[src/rtl/rfc_pkg.sv]
package rfc_pkg;

    typedef enum logic [2:0] {
        ST_FIRST  = 3'd0,
        ST_TAG1   = 3'd1,
        ST_TAG2   = 3'd2,
        ST_TAG12  = 3'd3,
        ST_MATCH  = 3'd4,
        ST_REJECT = 3'd5
    } seq_state_t;

    typedef enum logic [1:0] {
        FWD_MISS_FLOOD = 2'd0,
        FWD_UNICAST    = 2'd1,
        FWD_RING_FLOOD = 2'd2
    } fwd_kind_t;

endpackage

[src/rtl/rfc_seq_fsm.sv]
module rfc_seq_fsm
    import rfc_pkg::*;
#(
    parameter int TYPE_W = 16,
    parameter int NPORT  = 3,
    parameter int PW     = 2
) (
    input  logic              clk,
    input  logic              rst_n,
    input  logic              beat_valid,
    input  logic              beat_last,
    input  logic [TYPE_W-1:0] beat_type,
    input  logic [PW-1:0]     rx_port,
    input  logic [TYPE_W-1:0] cfg_vlan1_type,
    input  logic [TYPE_W-1:0] cfg_vlan2_type,
    input  logic [TYPE_W-1:0] cfg_ring_type,
    input  logic [NPORT-1:0]  cfg_vlan1_en,
    input  logic [NPORT-1:0]  cfg_vlan2_en,
    output logic              seq_hit
);

    seq_state_t state_q, state_d;
    logic       port_en1, port_en2;
    logic       is_t1, is_t2, is_ring;

    // per-port enable pick without out-of-range indexing
    always_comb begin
        port_en1 = 1'b0;
        port_en2 = 1'b0;
        for (int i = 0; i < NPORT; i++) begin
            if (rx_port == PW'(i)) begin
                port_en1 = cfg_vlan1_en[i];
                port_en2 = cfg_vlan2_en[i];
            end
        end
    end

    assign is_t1   = (beat_type == cfg_vlan1_type) && port_en1;
    assign is_t2   = (beat_type == cfg_vlan2_type) && port_en2;
    assign is_ring = (beat_type == cfg_ring_type);

    // state register
    always_ff @(posedge clk or negedge rst_n) begin
        if (!rst_n) begin
            state_q <= ST_FIRST;
        end else begin
            state_q <= state_d;
        end
    end

    // next state
    always_comb begin
        state_d = state_q;
        if (beat_valid) begin
            if (beat_last) begin
                state_d = ST_FIRST;
            end else begin
                unique case (state_q)
                    ST_FIRST: begin
                        if (is_t1)      state_d = ST_TAG1;
                        else if (is_t2) state_d = ST_TAG2;
                        else            state_d = ST_REJECT;
                    end
                    ST_TAG1: begin
                        if (is_ring)    state_d = ST_MATCH;
                        else if (is_t2) state_d = ST_TAG12;
                        else            state_d = ST_REJECT;
                    end
                    ST_TAG2, ST_TAG12: begin
                        if (is_ring)    state_d = ST_MATCH;
                        else            state_d = ST_REJECT;
                    end
                    ST_MATCH:  state_d = ST_MATCH;
                    ST_REJECT: state_d = ST_REJECT;
                    default:   state_d = ST_FIRST;
                endcase
            end
        end
    end

    // outputs: does the frame match as of the current field
    always_comb begin
        unique case (state_q)
            ST_TAG1, ST_TAG2, ST_TAG12: seq_hit = is_ring;
            ST_MATCH:                   seq_hit = 1'b1;
            default:                    seq_hit = 1'b0;
        endcase
    end

endmodule

[src/rtl/rfc_fwd_mask.sv]
module rfc_fwd_mask
    import rfc_pkg::*;
#(
    parameter int NPORT = 3,
    parameter int PW    = 2
) (
    input  logic             lu_hit,
    input  logic             lu_ring_uni,
    input  logic [PW-1:0]    lu_port_num,
    input  logic [NPORT-1:0] lu_member,
    input  logic [PW-1:0]    rx_port,
    input  logic             host_flood_en,
    output logic [NPORT-1:0] fwd_mask,
    output fwd_kind_t        fwd_kind
);

    localparam int HOST = 0;

    always_comb begin
        if (lu_hit && lu_ring_uni) fwd_kind = FWD_RING_FLOOD;
        else if (lu_hit)           fwd_kind = FWD_UNICAST;
        else                       fwd_kind = FWD_MISS_FLOOD;
    end

    for (genvar g = 0; g < NPORT; g++) begin : g_bit
        logic not_rx;
        logic is_dest;
        logic host_ok;
        assign not_rx  = (rx_port != PW'(g));
        assign is_dest = (lu_port_num == PW'(g));
        if (g == HOST) begin : g_host
            assign host_ok = host_flood_en;
        end else begin : g_net
            assign host_ok = 1'b1;
        end
        always_comb begin
            unique case (fwd_kind)
                FWD_RING_FLOOD: fwd_mask[g] = lu_member[g] && not_rx && (g != HOST);
                FWD_UNICAST:    fwd_mask[g] = is_dest;
                default:        fwd_mask[g] = lu_member[g] && not_rx && host_ok;
            endcase
        end
    end

endmodule

[src/rtl/ring_frame_classifier.sv]
module ring_frame_classifier
    import rfc_pkg::*;
#(
    parameter int TYPE_W = 16,
    parameter int NPORT  = 3,
    parameter int QW     = 2,
    parameter int CW     = 3,
    parameter int PW     = $clog2(NPORT)
) (
    input  logic              clk,
    input  logic              rst_n,
    input  logic              hdr_valid,
    input  logic              hdr_last,
    input  logic [TYPE_W-1:0] hdr_type,
    input  logic [PW-1:0]     hdr_rx_port,
    input  logic [QW-1:0]     hdr_prio,
    input  logic              cfg_ring_en,
    input  logic [TYPE_W-1:0] cfg_vlan1_type,
    input  logic [TYPE_W-1:0] cfg_vlan2_type,
    input  logic [TYPE_W-1:0] cfg_ring_type,
    input  logic [NPORT-1:0]  cfg_vlan1_en,
    input  logic [NPORT-1:0]  cfg_vlan2_en,
    input  logic [CW-1:0]     cfg_host_ring_ch,
    input  logic [CW-1:0]     cfg_host_dflt_ch,
    input  logic              cfg_host_flood_en,
    input  logic              lu_hit,
    input  logic              lu_ring_uni,
    input  logic [PW-1:0]     lu_port_num,
    input  logic [NPORT-1:0]  lu_member,
    output logic              res_valid,
    output logic              res_is_ring,
    output logic [QW-1:0]     res_queue,
    output logic [CW-1:0]     res_host_ch,
    output logic [NPORT-1:0]  res_port_mask,
    output logic              res_ring_flood
);

    localparam logic [QW-1:0] TOP_QUEUE = {QW{1'b1}};

    logic             seq_hit;
    logic [NPORT-1:0] fwd_mask;
    fwd_kind_t        fwd_kind;
    logic             close_frame;
    logic             ring_now;

    rfc_seq_fsm #(.TYPE_W(TYPE_W), .NPORT(NPORT), .PW(PW)) u_seq (
        .clk            (clk),
        .rst_n          (rst_n),
        .beat_valid     (hdr_valid),
        .beat_last      (hdr_last),
        .beat_type      (hdr_type),
        .rx_port        (hdr_rx_port),
        .cfg_vlan1_type (cfg_vlan1_type),
        .cfg_vlan2_type (cfg_vlan2_type),
        .cfg_ring_type  (cfg_ring_type),
        .cfg_vlan1_en   (cfg_vlan1_en),
        .cfg_vlan2_en   (cfg_vlan2_en),
        .seq_hit        (seq_hit)
    );

    rfc_fwd_mask #(.NPORT(NPORT), .PW(PW)) u_fwd (
        .lu_hit        (lu_hit),
        .lu_ring_uni   (lu_ring_uni),
        .lu_port_num   (lu_port_num),
        .lu_member     (lu_member),
        .rx_port       (hdr_rx_port),
        .host_flood_en (cfg_host_flood_en),
        .fwd_mask      (fwd_mask),
        .fwd_kind      (fwd_kind)
    );

    assign close_frame = hdr_valid && hdr_last;
    assign ring_now    = cfg_ring_en && seq_hit;

    // registered result
    always_ff @(posedge clk or negedge rst_n) begin
        if (!rst_n) begin
            res_valid      <= 1'b0;
            res_is_ring    <= 1'b0;
            res_queue      <= '0;
            res_host_ch    <= '0;
            res_port_mask  <= '0;
            res_ring_flood <= 1'b0;
        end else begin
            res_valid <= close_frame;
            if (close_frame) begin
                res_is_ring    <= ring_now;
                res_queue      <= ring_now ? TOP_QUEUE : hdr_prio;
                res_host_ch    <= (ring_now && fwd_mask[0]) ? cfg_host_ring_ch
                                                            : cfg_host_dflt_ch;
                res_port_mask  <= fwd_mask;
                res_ring_flood <= (fwd_kind == FWD_RING_FLOOD);
            end
        end
    end

endmodule

[config.mk]
export PLATFORM = sky130hd
export DESIGN_NAME = ring_frame_classifier
export DESIGN_NICKNAME = d
export VERILOG_FILES = /design/src/rtl/rfc_pkg.sv /design/src/rtl/rfc_seq_fsm.sv /design/src/rtl/rfc_fwd_mask.sv /design/src/rtl/ring_frame_classifier.sv
export SDC_FILE = /design/constraint.sdc
export NUM_CORES = 1
export LEC_CHECK = 0
export BUFFER_PORTS_ARGS = -buffer_cell sky130_fd_sc_hd__buf_2
export CORE_AREA = 2 2 62 64
export CTS_CLUSTER_DIAMETER = 40
export DETAILED_ROUTE_END_ITERATION = 12
export DIE_AREA = 0 0 64 66
export GPL_TIMING_DRIVEN = 0
export PLACE_DENSITY = 0.76
export RECOVER_POWER = 100
export SYNTH_ARGS = -nofsm -noshare
export SYNTH_HDL_FRONTEND = slang
export SYNTH_HIERARCHICAL = 1
export SYNTH_SLANG_ARGS = --single-unit
[constraint.sdc]
create_clock -name clk -period 3.5 [get_ports clk]
set_clock_uncertainty 0.15 [all_clocks]
set_input_delay 0.175 -clock clk [delete_from_list [all_inputs] [get_ports clk]]
set_output_delay 0.175 -clock clk [all_outputs]
set_load 0.02 [all_outputs]
# [After elaboration in Yosys (flattened, before gate mapping)]
# Index checks and enable logic that the tools add are counted.
[word_totals] reg_bits=14 latch_bits=0 mem_bits_rw=0 romBits=0 mem_count=0
[op_classes] addsub=0 mul=0 n_div=0 magnitude_cmp=0 eq_ne=16 shifts=0 muxes=21 bitwise=0 n_reduce_logical=16
[op_table] cell="equality test 16 bit" count=3
[op_table] cell="2-to-1 mux 3 bit" count=6
[op_table] cell="one-hot mux 3 bit (5 select lines)" count=1
[op_table] cell="logical AND 1 bit" count=10
[op_table] cell="2-to-1 mux 1 bit" count=10
[op_table] cell="equality test 2 x 1 -> 1 bit (second input constant)" count=3
[op_table] cell="equality test 2 bit (second input constant)" count=3
[op_table] cell="equality test 3 x 2 -> 1 bit (second input constant)" count=2
[op_table] cell="equality test 3 bit (second input constant)" count=2
[op_table] cell="logical NOT 2 bit" count=2
[op_table] cell="2-to-1 mux 2 bit" count=2
[op_table] cell="one-hot mux 1 bit (2 select lines)" count=2
[op_table] cell="equality test 3 x 1 -> 1 bit (second input constant)" count=1
[op_table] cell="logical NOT 3 bit" count=1
[op_table] cell="OR reduction 3 bit" count=1
[op_table] cell="!= test 2 x 1 -> 1 bit (second input constant)" count=1
[op_table] cell="!= test 2 bit (second input constant)" count=1
[op_table] cell="nonzero test 2 bit" count=1
[op_table] cell="OR reduction 2 bit" count=1

# [Logic depth before layout (Yosys ltp)]
[depth] ltp_word=9 ltp_mapped=8 ltp_nobuf=8

# [Hierarchy]
# Netlist, hierarchy kept.
[modules_own_cells] mod="rfc_seq_fsm" n_inst=1 cells_each=96 area_each_um2=764.5
[modules_own_cells] mod="ring_frame_classifier" n_inst=1 cells_each=42 area_each_um2=456.7
[modules_own_cells] mod="rfc_fwd_mask" n_inst=1 cells_each=11 area_each_um2=95.1

# [Worst setup path after synthesis]
# OpenSTA, ideal clock, no wires.
[synth_timing] kind="input-to-reg" start="input cfg_ring_type[8]" end="register res_host_ch[0]" arrival_ns=1.401 setup_slack_ns=1.827 cell_stages=8 path_cell_list="xor2_1 > nor4_1 > nand4_1 > o22a_1 > nor2_1 > nand3_2 > mux2i_1 > a21oi_1"
[synth_via] elab_chain_len=5
[synth_rtl] item="start, declared" line_no="ring_frame_classifier.sv:20" source="input logic [TYPE_W-1:0] cfg_ring_type,"
[synth_rtl] item="equality test 16 bit" line_no="rfc_seq_fsm.sv:40" source="assign is_ring = (beat_type == cfg_ring_type);"
[synth_rtl] item="one-hot mux 1 bit (2 select lines)" line_no="rfc_seq_fsm.sv:83" source="unique case (state_q)"
[synth_rtl] item="named net seq_hit" line_no="ring_frame_classifier.sv:40" source="logic seq_hit;"
[synth_rtl] item="logical AND 1 bit" line_no="ring_frame_classifier.sv:73" source="assign ring_now = cfg_ring_en && seq_hit;"
[synth_rtl] item="logical AND 1 bit" line_no="ring_frame_classifier.sv:89" source="res_host_ch <= (ring_now && fwd_mask[0]) ? cfg_host_ring_ch"
[synth_rtl] item="2-to-1 mux 3 bit" line_no="ring_frame_classifier.sv:89"
[synth_rtl] item="end signal, assigned" line_no="ring_frame_classifier.sv:89"
[synth_rtl] item="end, declared" line_no="ring_frame_classifier.sv:33" source="output logic [CW-1:0] res_host_ch,"
# The timed path passes the listed nets, and every way through them passes these cells.
# A chain may end at the register's enable or synchronous reset.

# [Worst setup path after layout]
[layout_timing] start="input hdr_type[10]" end="register res_host_ch[2]"
[layout_via] elab_chain_len=5
[layout_rtl] item="start, declared" line_no="ring_frame_classifier.sv:14" source="input logic [TYPE_W-1:0] hdr_type,"
[layout_rtl] item="equality test 16 bit" line_no="rfc_seq_fsm.sv:40"
[layout_rtl] item="one-hot mux 1 bit (2 select lines)" line_no="rfc_seq_fsm.sv:83"
[layout_rtl] item="named net seq_hit" line_no="ring_frame_classifier.sv:40"
[layout_rtl] item="logical AND 1 bit" line_no="ring_frame_classifier.sv:73"
[layout_rtl] item="logical AND 1 bit" line_no="ring_frame_classifier.sv:89"
[layout_rtl] item="2-to-1 mux 3 bit" line_no="ring_frame_classifier.sv:89"
# The timed path passes the listed nets, and every way through them passes these cells.

==> reports/qor.tcl <==
set qor(critical_path.slowest_cell) {sky130_fd_sc_hd__nor4_1}
set qor(rsz0062_at_grt) {false}
set qor(grt_pass1_vias) 1400
set qor(layout.nets) 353
set qor(clock_tree.root_cell) {sky130_fd_sc_hd__clkbuf_4}
set qor(die_width_um) 64
set qor(synth_fp_nets) 242
set qor(post_synth_fa_ha_maj_area_fraction_pct) 0
set qor(grt_start_max_net_pins) 15
set qor(post_synth_num_cell_types) 35
set qor(drt-vias-per-instance) 4.64
set qor(place_congestion) 0.806
set qor(outcome) {finished clean}
set qor(boundaryPins) 104
set qor(cts_buffer_depth) 2
set qor(final.setup.tns_ns) 0
set qor(timing_worst_setup_path_type) {in2reg}
set qor(drc_errors) 0
set qor(synth-compound-area-share_pct) 10.9
set qor(die-height_um) 66
set qor(yosys_synthesis_warning_count) 6
set qor(hp-class) {in2reg}
set qor(synth_top_area_cell) {sky130_fd_sc_hd__dfrtp_1}
set qor(report.power.total_mw) 0.521
set qor(via_count) 1424
set qor(critical_path.cell_chain) {clkbuf_1, xor2_1, nor4_1, nand4_1, o22a_1, nor2_1, nand3_1, mux2i_1, a21oi_1}
set qor(post-route-util_pct) 53.9
set qor(initial_core_util_pct) 37.1
set qor(initial_antenna_violation_count) 0
set qor(category_of_the_worst_setup_path_capture_point) {flop}
set qor(cts_max_level) 1
set qor(clock_insertion_delay_worst_skew_ns) 0.27
set qor(area_delta_synth_final_pct) 45.5
set qor(floorplan.core_area_um2) 3550
set qor(yosys.area_share.simple_pct) 24.2
set qor(drive_gt1_share_pct) 37.8
set qor(syn_area_um2) 1320
set qor(synth.yosys.seq_area_share_pct) 26.6
set qor(routed_wirelength_mm) 3.45
set qor(drt_first_iter_violations) 65
set qor(antennaDiodeCount) 0
set qor(parity_gate_share_of_the_synthesized_area_counting_xor_and_xnor_cells_pct) 31.9
set qor(globalRouteOverflowTotal) 0
set qor(maxSlewViolCount) 0
set qor(antenna_left) 0
set qor(leakagePower_nw) 0.942
set qor(wl_per_cell_um) 11.2
set qor(cp-start-kind) {primary input}
set qor(post-dp-hpwl_mm) 3.07
set qor(io_buffers) 103
set qor(maxCapViolCount) 0
set qor(worstMarginPinSlew_ns) 0.747
set qor(ys_seq_elements) 14
set qor(cts_buffers) 3
set qor(drtPass1Iterations) 4
set qor(place_ws_ns) 1.33
set qor(irDropWorstVdd_uv) 95.3
set qor(cp_data_arrival_time_ns) 1.93
set qor(fin_crit_ns) 1.94
set qor(final.period_utilization_pct) 55.3
set qor(ys_top_cells_by_area) {sky130_fd_sc_hd__dfrtp_1 27%, sky130_fd_sc_hd__xor2_1 21%, sky130_fd_sc_hd__xnor2_1 11%}
set qor(hold_violations) 0
set qor(muxShareOfSynthArea_pct) 3.80
set qor(timing.fmax_mhz) 517
set qor(num_rows) 22
set qor(global_route_wire_length_before_repair_mm) 5.63
set qor(headroom_to_the_max_slew_limit_pct) 50.2
set qor(synth_top_cell_area_share_pct) 26.6
set qor(dieArea_um2) 4220
set qor(critical_path_required_ns) 3.49
set qor(crit_fanout) 3
set qor(cts_tree) {yes}
set qor(post-cts-setup-buffers) 0
set qor(synth_cells) 149
set qor(global_route.usage.total_pct) 16.7
set qor(powerDensity_nw_per_um2) 272
set qor(clock_sink_count) 14
set qor(syn_area_per_cell_um2) 8.83
set qor(cts_hold_buf) 3
set qor(critical-path-max-stage-delay_ns) 0.39
set qor(setup_viol) 0
set qor(combinational_family_with_the_most_area_after_synthesis) {XOR/XNOR gates}
set qor(ctsResizeCount) 0
set qor(setup_slack_ns) 1.56
set qor(clk_pin_slew_ns) 0.08
## state kept, by name, summed over array words and instances, names as in the netlist
| signal | count |
|---|---|
| res_host_ch | 3 |
| res_is_ring | 1 |
| res_port_mask | 3 |
| res_queue | 2 |
| res_ring_flood | 1 |
| res_valid | 1 |
| u_seq/state_q | 3 |
## logic make-up (layout without fill, tap and decap cells)
| group | count (synthesis) | after routing |
|---|---|---|
| compound gates | 20 | 20 |
| mux | 5 | 5 |
| simple gates | 57 | 57 |
| buf+inv | 5 | 115 |
| flops | 14 | 14 |
| xor+xnor | 48 | 48 |
## final cells by class
| cell class | instances | area [um^2] |
|---|---|---|
| Multi-Input combinational cell | 130 | 922 |
| Clock buffer | 4 | 36.3 |
| Inverter | 4 | 16.3 |
| Sequential cell | 14 | 350 |
| Fill cell | 358 | 1640 |
| Tap cell | 48 | 60.1 |
| Buffer | 1 | 3.75 |
| Timing Repair Buffer | 106 | 527 |
## per-stage QoR
stage	cell area [um^2]	hold slack (ns)	cells
after global routing	1920	0.0476	307
after floorplan	1320	-0.271	149
final	1920	0.0496	307
after CTS	1960	0.0388	307
after detailed placement	1890	-0.0623	300
after global placement	1890	-0.0680	300
## layer usage
metal  part of all wire [%]  GRT usage (%)  routed length [um]
met1                     40           18.3                1400
met2                     49           31.4                1690
met3                    9.2           3.58                 317
met4                    1.4           5.98                  47
met5                      0              0                   0
## worst max-delay path, delay by kind of cell
kind	cells	cell delay (ns)
AO/OA/AOI/OAI	2	0.32
XOR/XNOR	1	0.15
buffers and inverters	1	0.12
multiplexers	1	0.20
AND/OR/NAND/NOR	4	0.96
## report_power, final
group	internal, mW	total [mW]	switching (mW)
logic	0.101	0.213	0.112
clock network	0.0632	0.114	0.0509
registers	0.181	0.194	0.0127
total	0.345	0.521	0.175
## placed cells by master (no fill, tap or decap), types with 2 or more instances in the layout
cell                             n
sky130_fd_sc_hd__nor4_1          9
sky130_fd_sc_hd__nand2b_1        3
sky130_fd_sc_hd__buf_2          88
sky130_fd_sc_hd__nand2_1        20
sky130_fd_sc_hd__nor2_2          2
sky130_fd_sc_hd__xor2_1         32
sky130_fd_sc_hd__o22a_1          3
sky130_fd_sc_hd__mux2i_1         5
sky130_fd_sc_hd__a21oi_1         4
sky130_fd_sc_hd__nand3_1         3
sky130_fd_sc_hd__dfrtp_1        14
sky130_fd_sc_hd__o21ai_0         5
sky130_fd_sc_hd__inv_1           3
sky130_fd_sc_hd__nand4_1         5
sky130_fd_sc_hd__clkbuf_1       16
sky130_fd_sc_hd__clkbuf_4        3
sky130_fd_sc_hd__a31o_1          2
sky130_fd_sc_hd__xnor2_1        16
sky130_fd_sc_hd__dlygate4sd3_1   3
sky130_fd_sc_hd__nor2_1          6
sky130_fd_sc_hd__and4bb_1        2
## cells in the mapped netlist, drive strengths merged
cell / instances
a22oi: 1
buf: 1
xor2: 32
dfrtp: 14
nand2: 20
and2: 1
nand3b: 1
o21ai: 5
nor2b: 1
or4: 1
nand4: 6
o31ai: 1
and3: 1
nor2: 8
a21oi: 5
nand3: 3
o22a: 3
a211oi: 1
mux2i: 5
nor3: 1
nor4: 9
and4bb: 2
o32ai: 1
o211ai: 1
xnor2: 16
nand2b: 3
a31o: 2
inv: 4
## path summary, 6_finish.rpt
kind                                           from          endpoint  slack, ns  cells after the start
min in group asynchronous                     rst_n  res_port_mask[0]       0.32                      2
worst max-delay path                   hdr_type[10]    res_host_ch[2]       1.56                      9
worst min register to register       res_ring_flood    res_ring_flood       0.32                      2
max in group asynchronous                     rst_n         res_valid       2.41                      2
worst min-delay path            cfg_host_ring_ch[0]    res_host_ch[0]       0.05                      3
worst max register to register     u_seq/state_q[2]    res_host_ch[2]       1.72                      5
Power figures use the tool's default switching activity.
